===== config.mk =====
export PLATFORM = sky130hd
export DESIGN_NAME = swb_i2c_slave
export DESIGN_NICKNAME = d
export VERILOG_FILES = /design/src/rtl/swb_pkg.sv /design/src/rtl/swb_bus_sync.sv /design/src/rtl/swb_rx_fsm.sv /design/src/rtl/swb_sw_reg.sv /design/src/rtl/swb_i2c_slave.sv
export SDC_FILE = /design/constraint.sdc
export NUM_CORES = 1
export LEC_CHECK = 0
export CORE_UTILIZATION = 60
export DETAILED_ROUTE_END_ITERATION = 8
export PLACE_DENSITY = 0.94
export SLEW_MARGIN = 20
export SYNTH_ARGS = -nofsm -noshare
export SYNTH_HDL_FRONTEND = slang
export SYNTH_SLANG_ARGS = --single-unit

===== constraint.sdc =====
create_clock -name clk_i -period 4.4 [get_ports clk_i]
set_clock_uncertainty 0.2 [all_clocks]
set_input_delay 0.88 -clock clk_i [delete_from_list [all_inputs] [get_ports clk_i]]
set_output_delay 0.88 -clock clk_i [all_outputs]
set_load 0.005 [all_outputs]

===== src/rtl/swb_pkg.sv =====
package swb_pkg;
  typedef enum logic [2:0] {
    ST_IDLE,
    ST_ADDR,
    ST_ADDR_ACK,
    ST_CMD,
    ST_CMD_ACK,
    ST_SKIP
  } swb_state_e;

  typedef struct packed {
    logic start;
    logic stop;
    logic rise;
    logic fall;
    logic sda;
  } bus_ev_t;
endpackage


===== src/rtl/swb_bus_sync.sv =====
module swb_bus_sync
  import swb_pkg::*;
#(
  parameter int SYNC_STAGES = 2
) (
  input  logic    clk_i,
  input  logic    rst_ni,
  input  logic    scl_i,
  input  logic    sda_i,
  output bus_ev_t ev_o
);
  localparam int MSB = SYNC_STAGES - 1;

  logic [MSB:0] scl_sh, sda_sh;
  logic         scl_d, sda_d;
  logic         scl_c, sda_c;

  // bus idles high, so reset to 1 to avoid a false start after reset
  always_ff @(posedge clk_i or negedge rst_ni) begin
    if (!rst_ni) begin
      scl_sh <= '1;
      sda_sh <= '1;
      scl_d  <= 1'b1;
      sda_d  <= 1'b1;
    end else begin
      scl_sh <= {scl_sh[MSB-1:0], scl_i};
      sda_sh <= {sda_sh[MSB-1:0], sda_i};
      scl_d  <= scl_sh[MSB];
      sda_d  <= sda_sh[MSB];
    end
  end

  assign scl_c = scl_sh[MSB];
  assign sda_c = sda_sh[MSB];

  always_comb begin
    ev_o.rise  = scl_c & ~scl_d;
    ev_o.fall  = ~scl_c & scl_d;
    ev_o.start = scl_c & scl_d & sda_d & ~sda_c;
    ev_o.stop  = scl_c & scl_d & ~sda_d & sda_c;
    ev_o.sda   = sda_c;
  end
endmodule


===== src/rtl/swb_rx_fsm.sv =====
module swb_rx_fsm
  import swb_pkg::*;
#(
  parameter logic [3:0] ADDR_CODE = 4'b1011,
  parameter logic [1:0] ADDR_LOW  = 2'b00,
  parameter int         BYTE_W    = 8
) (
  input  logic              clk_i,
  input  logic              rst_ni,
  input  bus_ev_t           ev_i,
  input  logic              addr_sel_i,
  output logic              sda_oe_o,
  output logic [BYTE_W-1:0] cmd_o,
  output logic              commit_o
);
  localparam int          CNT_W = $clog2(BYTE_W + 1);
  localparam logic [CNT_W-1:0] LAST = CNT_W'(BYTE_W);

  swb_state_e        state_q;
  logic [CNT_W-1:0]  cnt_q;
  logic [BYTE_W-1:0] sh_q;
  logic              oe_q;
  logic              addr_hit;

  // write request only: R/W bit must be 0
  assign addr_hit = (sh_q == {ADDR_CODE, addr_sel_i, ADDR_LOW, 1'b0});

  always_ff @(posedge clk_i or negedge rst_ni) begin
    if (!rst_ni) begin
      state_q <= ST_IDLE;
      cnt_q   <= '0;
      sh_q    <= '0;
      oe_q    <= 1'b0;
    end else if (ev_i.start) begin
      state_q <= ST_ADDR;
      cnt_q   <= '0;
      oe_q    <= 1'b0;
    end else if (ev_i.stop) begin
      state_q <= ST_IDLE;
      cnt_q   <= '0;
      oe_q    <= 1'b0;
    end else begin
      case (state_q)
        ST_ADDR, ST_CMD: begin
          if (ev_i.rise && cnt_q != LAST) begin
            sh_q  <= {sh_q[BYTE_W-2:0], ev_i.sda};
            cnt_q <= cnt_q + 1'b1;
          end else if (ev_i.fall && cnt_q == LAST) begin
            cnt_q <= '0;
            if (state_q == ST_CMD) begin
              oe_q    <= 1'b1;
              state_q <= ST_CMD_ACK;
            end else if (addr_hit) begin
              oe_q    <= 1'b1;
              state_q <= ST_ADDR_ACK;
            end else begin
              state_q <= ST_SKIP;
            end
          end
        end
        ST_ADDR_ACK: begin
          if (ev_i.fall) begin
            oe_q    <= 1'b0;
            state_q <= ST_CMD;
          end
        end
        ST_CMD_ACK: begin
          if (ev_i.fall) begin
            oe_q    <= 1'b0;
            state_q <= ST_SKIP;
          end
        end
        default: ;
      endcase
    end
  end

  assign commit_o = (state_q == ST_CMD_ACK) && ev_i.fall && !ev_i.start && !ev_i.stop;
  assign cmd_o    = sh_q;
  assign sda_oe_o = oe_q;
endmodule


===== src/rtl/swb_sw_reg.sv =====
module swb_sw_reg #(
  parameter int SW_N = 4
) (
  input  logic            clk_i,
  input  logic            rst_ni,
  input  logic            commit_i,
  input  logic [SW_N-1:0] cmd_i,
  output logic [SW_N-1:0] sw_en_o
);
  always_ff @(posedge clk_i or negedge rst_ni) begin
    if (!rst_ni)       sw_en_o <= '0;
    else if (commit_i) sw_en_o <= cmd_i;
  end
endmodule


===== src/rtl/swb_i2c_slave.sv =====
module swb_i2c_slave
  import swb_pkg::*;
#(
  parameter logic [3:0] ADDR_CODE   = 4'b1011,
  parameter logic [1:0] ADDR_LOW    = 2'b00,
  parameter int         SYNC_STAGES = 2,
  parameter int         SW_N        = 4
) (
  input  logic            clk_i,
  input  logic            rst_ni,
  input  logic            scl_i,
  input  logic            sda_i,
  input  logic            addr_sel_i,
  output logic            sda_oe_o,
  output logic [SW_N-1:0] sw_en_o
);
  localparam int BYTE_W = 8;

  bus_ev_t           ev;
  logic [BYTE_W-1:0] cmd;
  logic              commit;

  swb_bus_sync #(.SYNC_STAGES(SYNC_STAGES)) u_sync (
    .clk_i  (clk_i),
    .rst_ni (rst_ni),
    .scl_i  (scl_i),
    .sda_i  (sda_i),
    .ev_o   (ev)
  );

  swb_rx_fsm #(
    .ADDR_CODE (ADDR_CODE),
    .ADDR_LOW  (ADDR_LOW),
    .BYTE_W    (BYTE_W)
  ) u_fsm (
    .clk_i      (clk_i),
    .rst_ni     (rst_ni),
    .ev_i       (ev),
    .addr_sel_i (addr_sel_i),
    .sda_oe_o   (sda_oe_o),
    .cmd_o      (cmd),
    .commit_o   (commit)
  );

  // upper command bits are dropped here
  swb_sw_reg #(.SW_N(SW_N)) u_sw (
    .clk_i    (clk_i),
    .rst_ni   (rst_ni),
    .commit_i (commit),
    .cmd_i    (cmd[SW_N-1:0]),
    .sw_en_o  (sw_en_o)
  );
endmodule


After elaboration in Yosys (flattened, before gate mapping)

Index checks and enable logic that the tools add are counted.

Reduce and logical (&&, ||, !) cells: 17
Bitwise gates (word level): 13
$add $sub $neg: 1
Equal/unequal tests: 13
Muxes and demuxes: 22

Operators by type and width:

| cell                                                | count |
|---|---|
| two-way mux 3 bit                                   | 8 |
| two-way mux 4 bit                                   | 5 |
| != test 4 x 1 -> 1 bit, second input constant       | 4 |
| AND reduction 5 bit                                 | 2 |
| case mux 3 bit (3 select lines)                     | 1 |
| equality test 8 bit                                 | 1 |
| nonzero test 4 bit                                  | 2 |
| bitwise AND 1 bit                                   | 7 |
| two-way mux 1 bit                                   | 7 |
| equality test 3 x 2 -> 1 bit, second input constant | 2 |
| NOT 1 bit                                           | 6 |
| logical AND 1 bit                                   | 5 |
| != test 5 x 1 -> 1 bit, second input constant       | 1 |
| nonzero test 5 bit                                  | 1 |
| adder 4 x 1 -> 4 bit, second input constant         | 1 |
| equality test 4 bit, second input constant          | 1 |
| != test 4 x 2 -> 1 bit, second input constant       | 1 |
| != test 4 bit, second input constant                | 1 |
| AND reduction 4 bit                                 | 1 |
| OR reduction 2 bit                                  | 2 |
| equality test 3 x 1 -> 1 bit, second input constant | 1 |
| equality test 3 bit, second input constant          | 1 |
| nonzero test 3 bit                                  | 1 |
| zero test 1 bit                                     | 2 |
| other kinds (2)                                     | 2 |

Output and inout port bits: 5
Logic and storage cells: 75
Input port bits: 5
Flip-flop bits (word level): 26

Depth between registers and ports, before layout

Gate-level depths: netlist of run 1.

Depth in word-level cells: 8
Mapped depth: 7
Depth with buffers taken out: 6

By module

Synthesis of run 1 repeated with hierarchy kept, for this count alone.

Cells, all modules: 97
Area total of the unflattened synthesis: 1222.4 um^2

Modules (own cells, without submodules):

| module       | seq. area each (um^2) | area an instance (um^2) | instances | cells an instance |
|---|---|---|---|---|
| swb_rx_fsm   | 400.4                 | 879.6                   | 1         | 78 |
| swb_bus_sync | 157.7                 | 197.7                   | 1         | 11 |
| swb_sw_reg   | 100.1                 | 145.1                   | 1         | 8 |

Worst setup path after synthesis of run 1

OpenSTA, ideal clock, no wires.

Path kind: flip-flop to flip-flop
Start: reg u_fsm.cnt_q[0]
End: reg u_fsm.sh_q[0], in the netlist u_fsm.cmd_o[0]
Clock period less this slack: 1.935 ns
Arrival time: 1.610 ns
Setup time: 0.125 ns
Cell stages (with the launch flop): 7
Buffers on the path: 1
Setup slack: 2.465 ns
Cells stage by stage: dfrtp_1 inv_1 ha_1 and3b_1 or3_4 buf_6 mux2_4

Longest elaborated chain between the ends: 3

Ends and longest elaborated chain:

| element                       | RTL line         | RTL |
|---|---|---|
| from (decl)                   | swb_rx_fsm.sv:20 | `logic [CNT_W-1:0] cnt_q;` |
| from (signal assigned)        | swb_rx_fsm.sv:47 | `cnt_q <= cnt_q + 1'b1;` |
| != test 4 bit                 | swb_rx_fsm.sv:45 | `if (ev_i.rise && cnt_q != LAST) begin` |
| logical AND 1 bit             | swb_rx_fsm.sv:45 |  |
| AND reduction 4 bit (no line) | n/a              |  |
| to (signal assigned)          | swb_rx_fsm.sv:46 | `sh_q <= {sh_q[BYTE_W-2:0], ev_i.sda};` |
| to (decl)                     | swb_rx_fsm.sv:21 | `logic [BYTE_W-1:0] sh_q;` |

Every way passes these cells.
A chain may end at the register's enable or synchronous reset.

Worst setup path after layout of run 1

Start: reg u_sw.sw_en_o[1]
End: out sw_en_o[1]

RTL lines:

| element                | RTL line            | RTL |
|---|---|---|
| from (decl)            | swb_sw_reg.sv:8     | `output logic [SW_N-1:0] sw_en_o` |
| from (signal assigned) | swb_sw_reg.sv:12    | `else if (commit_i) sw_en_o <= cmd_i;` |
| to (decl)              | swb_i2c_slave.sv:15 | `output logic [SW_N-1:0] sw_en_o` |

No word-level cell between the ends.

==> run_results.csv, run 1 <==
group,metric,value,unit
run_status,status,"completed",
sta,period_share,52.0,%
clocking,htreeDepth,1,
logic_synthesis,yosysTopAreaCell,"dfrtp_1",
floorplanning,rows,16,
placement,hpwl,1.56,mm
critical_path,reg2reg_setup_slack,2400,ps
clocking,numCtsBuffers,3,
global_routing,overflow,0,
floorplanning,die_area,2260,sq um
placement,place.gp.congestion,0.888,
global_routing,grt_pass1_vias,756,
critical_path,crit_family,"buffers and inverters",
drt,drc,0,
finish,drive_above_1_share,23.2,%
logic_synthesis,synth_cell_type_count,35,
global_routing,antenna_found_initial,0,
logic_synthesis,ys_ff_latch,26,
drt,first_pass_iters,5,
logic_synthesis,ys.flop_type,"dfrtp_1",
finish,finalNetCount,120,
logic_synthesis,synth_xor_area_share,2.11,%
critical_path,crit_fanout,2,
sta,setup_viol,0,
logic_synthesis,synth_top_family_by_area,"multiplexers",
drt,vias,810,
logic_synthesis,syn-instance-count,102,
drt,post_drt_wl_per_cell,15.2,um
pwr,p_leak,0.000627,uW
sta,period_minus_slack,2290,ps
clocking,cts_tree,"yes",
clocking,cts_setup_buffers,0,
clocking,cts_buffer_depth,2,
sta,slew_viol_final,0,
placement,io_buffers,9,
logic_synthesis,yosys-top-cells-count,"dfrtp_1 (20), inv_1 (7), mux2_2 (7)",
critical_path,critPathSlowestCell,"clkdlybuf4s50_1",
drt,antenna_left,0,
logic_synthesis,synth_edf_count,0,
sta,final-hold-violation-count,0,
sta,fin_tns_setup,0,ps
logic_synthesis,async_reset_ff_share,100,%
logic_synthesis,synth_compound_area_share,9.47,%
logic_synthesis,synthAdderAreaFrac,2.01,%
sta,rsz0062_at_grt,"false",
clocking,root_buffer,"clkbuf_4",
critical_path,cp_num_buf_inv,1,
clocking,clock_sinks,26,
sta,worst_pin_slew,542,ps
critical_path,critPathCaptureType,"output port",
floorplanning,core_area,1960,sq um
hold_path,hold_path_class,"flop to flop",
floorplanning,io_pins,10,
global_routing,grt_max_degree,27,
clocking,clock_latency,310,ps
critical_path,cp_slowest_stage_delay,510,ps
sta,max_freq,437,MHz
logic_synthesis,yosys.area.top_type_share,40.3,%
global_routing,track_usage,21.6,%
floorplanning,die_y,47.5,um
pwr,power_density,574,nW/um^2
critical_path,cp-start-kind,"flop",
logic_synthesis,synthMuxAreaShare,15.2,%
critical_path,path_class,"flop to output port",
logic_synthesis,ys_warn_count,0,
flow_run,drv_cap,0,
finish,insertedDiodeCount,0,
pwr,ir_drop,0.000411,V
clocking,path_clk_slew,130,ps
logic_synthesis,postSynthAreaPerCell,12.2,sq um
logic_synthesis,syn_area,1240,sq um
logic_synthesis,yosys.area_share.simple,14.2,%
logic_synthesis,ys_seq_area_share,53.0,%
sta,slew-limit-headroom,63.9,%
floorplanning,die_width,47.5,um
clocking,postCtsResizedCells,0,
drt,dr.first_iter.drc_count,25,
logic_synthesis,synthTopCellsByArea,"dfrtp_1 (40%), dfstp_2 (13%), mux2_4 (7.3%)",
drt,wl,2.11,mm
critical_path,cp.required,3320,ps
critical_path,crit_arrival,1210,ps
critical_path,crit_chain,"clkdlybuf4s50_1",
logic_synthesis,syn_nets,109,
clocking,cts_hold_buf,0,
floorplanning,start_util,63.3,%
finish,utilization,70.9,%
sta,holdWs,163,ps
finish,syn_to_final_growth,11.9,%
drt,vias_per_cell,5.83,
logic_synthesis,yosysMostFrequentCell,"dfrtp_1",
global_routing,grt_pass1_wl,3.29,mm
## stage by stage
stage	instance area, sq um	instances	power [uW]	worst slack, ps
3_5_place_dp	1340	135	646	1990
6_report	1390	139	798	2110
5_1_grt	1390	139	849	2050
2_1_floorplan	1240	102	562	2470
4_1_cts	1400	139	806	2090
3_3_place_gp	1340	135	619	1990
## flip-flops by register name, summed over array words and instances, names as in the netlist
name and count:
u_fsm.state_q 3, u_sw.sw_en_o 4, u_sync.scl_sh 2, u_fsm.cmd_o 8
u_fsm.sda_oe_o 1, u_fsm.cnt_q 4, u_sync.sda_sh 2, u_sync.scl_d 1
u_sync.sda_d 1
## cell type report
type,instances,area [sq um]
clock buffers,3,22.5
clock inverters,1,30.0
fillers,155,572
inverters,7,26.3
multi-input cells,66,534
flip-flops and latches,26,658
well taps,27,33.8
repair buffers,9,85.1
## layer usage
metal  GRT usage (%)  wire length, um  vias to the layer above
met5               0                0                        -
met4            9.14               17                        0
met3            4.91               69                        2
met2            36.4             1120                       22
met1            26.7              908                      402
li1                -                -                      384
## path summary, 6_finish.rpt
kind,cells past startpoint,to,startpoint
worst max-delay path,1,sw_en_o[1],u_sw.sw_en_o[1]
worst min-delay path,0,u_sync.sda_sh[1],u_sync.sda_sh[0]
worst max register to register,5,u_fsm.cmd_o[7],u_fsm.cnt_q[0]
worst min register to register,0,u_sync.sda_sh[1],u_sync.sda_sh[0]
max in group asynchronous,1,u_sync.scl_sh[0],rst_ni
min in group asynchronous,1,u_fsm.cmd_o[0],rst_ni
## power by group
part | total (uW) | internal, uW | switching [uW]
Sequential | 395 | 319 | 76.5
Combinational | 246 | 154 | 92.5
Clock | 157 | 92.1 | 64.4
Total | 798 | 565 | 233
## placed cells by master (no fill, tap or decap), types with 2 or more instances in the layout
cell type / instances
ha_1: 2
mux2i_1: 2
inv_1: 7
and3_1: 2
mux2_2: 7
nor2b_1: 3
nor2_1: 6
clkbuf_4: 3
o2bb2ai_1: 2
nand2_1: 5
nand3_1: 3
o22a_1: 2
dfstp_2: 6
mux2_4: 6
dfrtp_1: 20
xnor2_1: 2
o21ai_0: 3
a21oi_1: 2
nand2b_1: 2
nand3b_1: 2
clkdlybuf4s50_1: 8
o22ai_1: 3
## cell families (layout without fill, tap and decap cells)
logic type | Yosys count | in the layout
and+or+nand+nor | 29 | 29
DFF | 26 | 26
AOI/OAI and AO/OA | 17 | 17
muxes | 15 | 15
buffers and inverters | 10 | 20
xor gates and xnor gates | 3 | 3
adders and majority gates | 2 | 2
Note: power is estimated with default switching activity, not from simulation.
==> run 2: changes to the inputs <==
- CORE_UTILIZATION: 60 -> 50
- PLACE_DENSITY: 0.94 -> 0.85
- clock period: 4.4 -> 1.9 ns (I/O delays scaled with it)
==> run_results.csv, run 2 (same netlist as run 1, synthesis figures left out) <==
group,metric,value,unit
sta,slew-limit-headroom,78.8,%
critical_path,path_class,"flop to flop",
finish,fin_area,1450,sq um
global_routing,antenna_found_initial,0,
floorplanning,start_util,54.6,%
placement,io_buffers,9,
clocking,htreeDepth,1,
pwr,p_leak,0.000655,uW
sta,period_minus_slack,1860,ps
global_routing,overflow,0,
sta,fin_ws,36.3,ps
finish,insertedDiodeCount,0,
drt,antenna_left,0,
clocking,numCtsBuffers,3,
floorplanning,io_pins,10,
sta,max_freq,537,MHz
drt,vias,824,
critical_path,cp-start-kind,"flop",
pwr,swShare,31.0,%
pwr,p_switching,571,uW
pwr,pwr-share-comb,36.4,%
clocking,path_clk_slew,130,ps
finish,finalNetCount,127,
global_routing,met3_usage,3.51,%
flow_run,drv_cap,0,
pwr,ir_drop,0.000855,V
clocking,cts_tree,"yes",
floorplanning,die_area,2690,sq um
placement,place.gp.congestion,0.913,
sta,slew_viol_final,0,
floorplanning,rows,17,
placement,post_dp_cell_area,1390,sq um
sta,final-hold-violation-count,0,
finish,largest_reg_flops,8,
clocking,clock_latency,320,ps
pwr,p_int,1270,uW
sta,worst_pin_slew,318,ps
floorplanning,die_width,51.9,um
placement,dp_slack,-8.37,ps
global_routing,grt_pass1_wl,3.64,mm
sta,period_share,98.1,%
drt,wl,2.11,mm
placement,hpwl,1.50,mm
drt,vias_per_cell,5.61,
finish,final_common_cell,"dfrtp_1",
finish,drive_above_1_share,29.4,%
critical_path,crit_fanout,11,
pwr,power_density,1270,nW/um^2
pwr,pwr-share-clk,15.0,%
drt,drc,0,
global_routing,grt_pass1_vias,837,
global_routing,grtUsageMet1,24.9,%
drt,first_pass_iters,4,
hold_path,hold_path_class,"flop to flop",
global_routing,grt.busiest_layer,"met2",
drt,post_drt_wl_per_cell,14.4,um
drt,dr.first_iter.drc_count,6,
critical_path,critPathCaptureType,"flop",
sta,holdWs,163,ps
global_routing,track_usage,18.8,%
sta,rsz0062_at_grt,"false",
sta,setup_viol,0,
pwr,seqPwrFrac,48.7,%
critical_path,cp.required,1920,ps
clocking,clock_sinks,26,
finish,syn_to_final_growth,16.8,%
critical_path,crit_arrival,1880,ps
finish,final_cell_mix,"dfrtp_1 (20), clkdlybuf4s50_1 (9), mux2_2 (7), buf_4 (7)",
global_routing,grt_max_degree,27,
clocking,cts_buffer_depth,2,
floorplanning,core_area,2280,sq um
global_routing,grtUsageMet2,29.5,%
run_status,status,"completed",
clocking,root_buffer,"clkbuf_4",
floorplanning,die_y,51.9,um
-- run 2: through the flow --
step | power (uW) | util, % | cells | setup TNS, ps
6_report | 1840 | 63.8 | 147 | 0
5_1_grt | 1960 | 63.8 | 147 | 0
4_1_cts | 1820 | 63.1 | 147 | 0
3_5_place_dp | 1530 | 61.0 | 142 | -8.37
3_3_place_gp | 1490 | 61.0 | 142 | 0
2_1_floorplan | 1310 | - | 102 | 0
-- run 2: worst paths after layout --
path                                        from          endpoint  slack, ps  cells after the start
worst max-delay path              u_fsm.cnt_q[1]    u_fsm.cmd_o[4]         40                      5
worst min register to register  u_sync.sda_sh[0]  u_sync.sda_sh[1]        160                      0
min in group asynchronous                 rst_ni    u_fsm.cnt_q[3]        190                      2
worst min-delay path            u_sync.sda_sh[0]  u_sync.sda_sh[1]        160                      0
max in group asynchronous                 rst_ni      u_sync.sda_d       1010                      2
worst max register to register    u_fsm.cnt_q[1]    u_fsm.cmd_o[4]         40                      5
-- run 2: what timing repair did --
item,CTS,global route
resized for setup,1,3
buffers inserted,1,0
endpoints found under the setup margin,6,7
hold buffers,0,0
-- run 2: routing by layer --
layer / vias to the layer above / part of all wire [%]
met3: 5 / 2.1
met4: 0 / 1.5
met5: - / 0
li1: 395 / -
met1: 414 / 46
met2: 10 / 51
-- run 2: cell type report --
type	instances	area, sq um
clock buffer	4	36.3
tap	28	35.0
multi-input combinational	66	553
sequential	26	658
timing repair buffer	16	143
inverter	7	26.3
fill	186	825
-- run 2: worst max-delay path, cell delays in order, from the launching register on --
cell and delay [ps]:
dfrtp_1 400, inv_2 60, ha_4 160, and3b_1 180, or3_4 430, mux2_4 330
-- run 2: power groups by stage --
stage          Sequential, uW  Clock (uW)  Combinational, uW
2_1_floorplan             864           0                443
3_3_place_gp              891           0                600
3_5_place_dp              904           0                623
4_1_cts                   891         293                638
5_1_grt                   918         308                734
6_report                  895         275                670
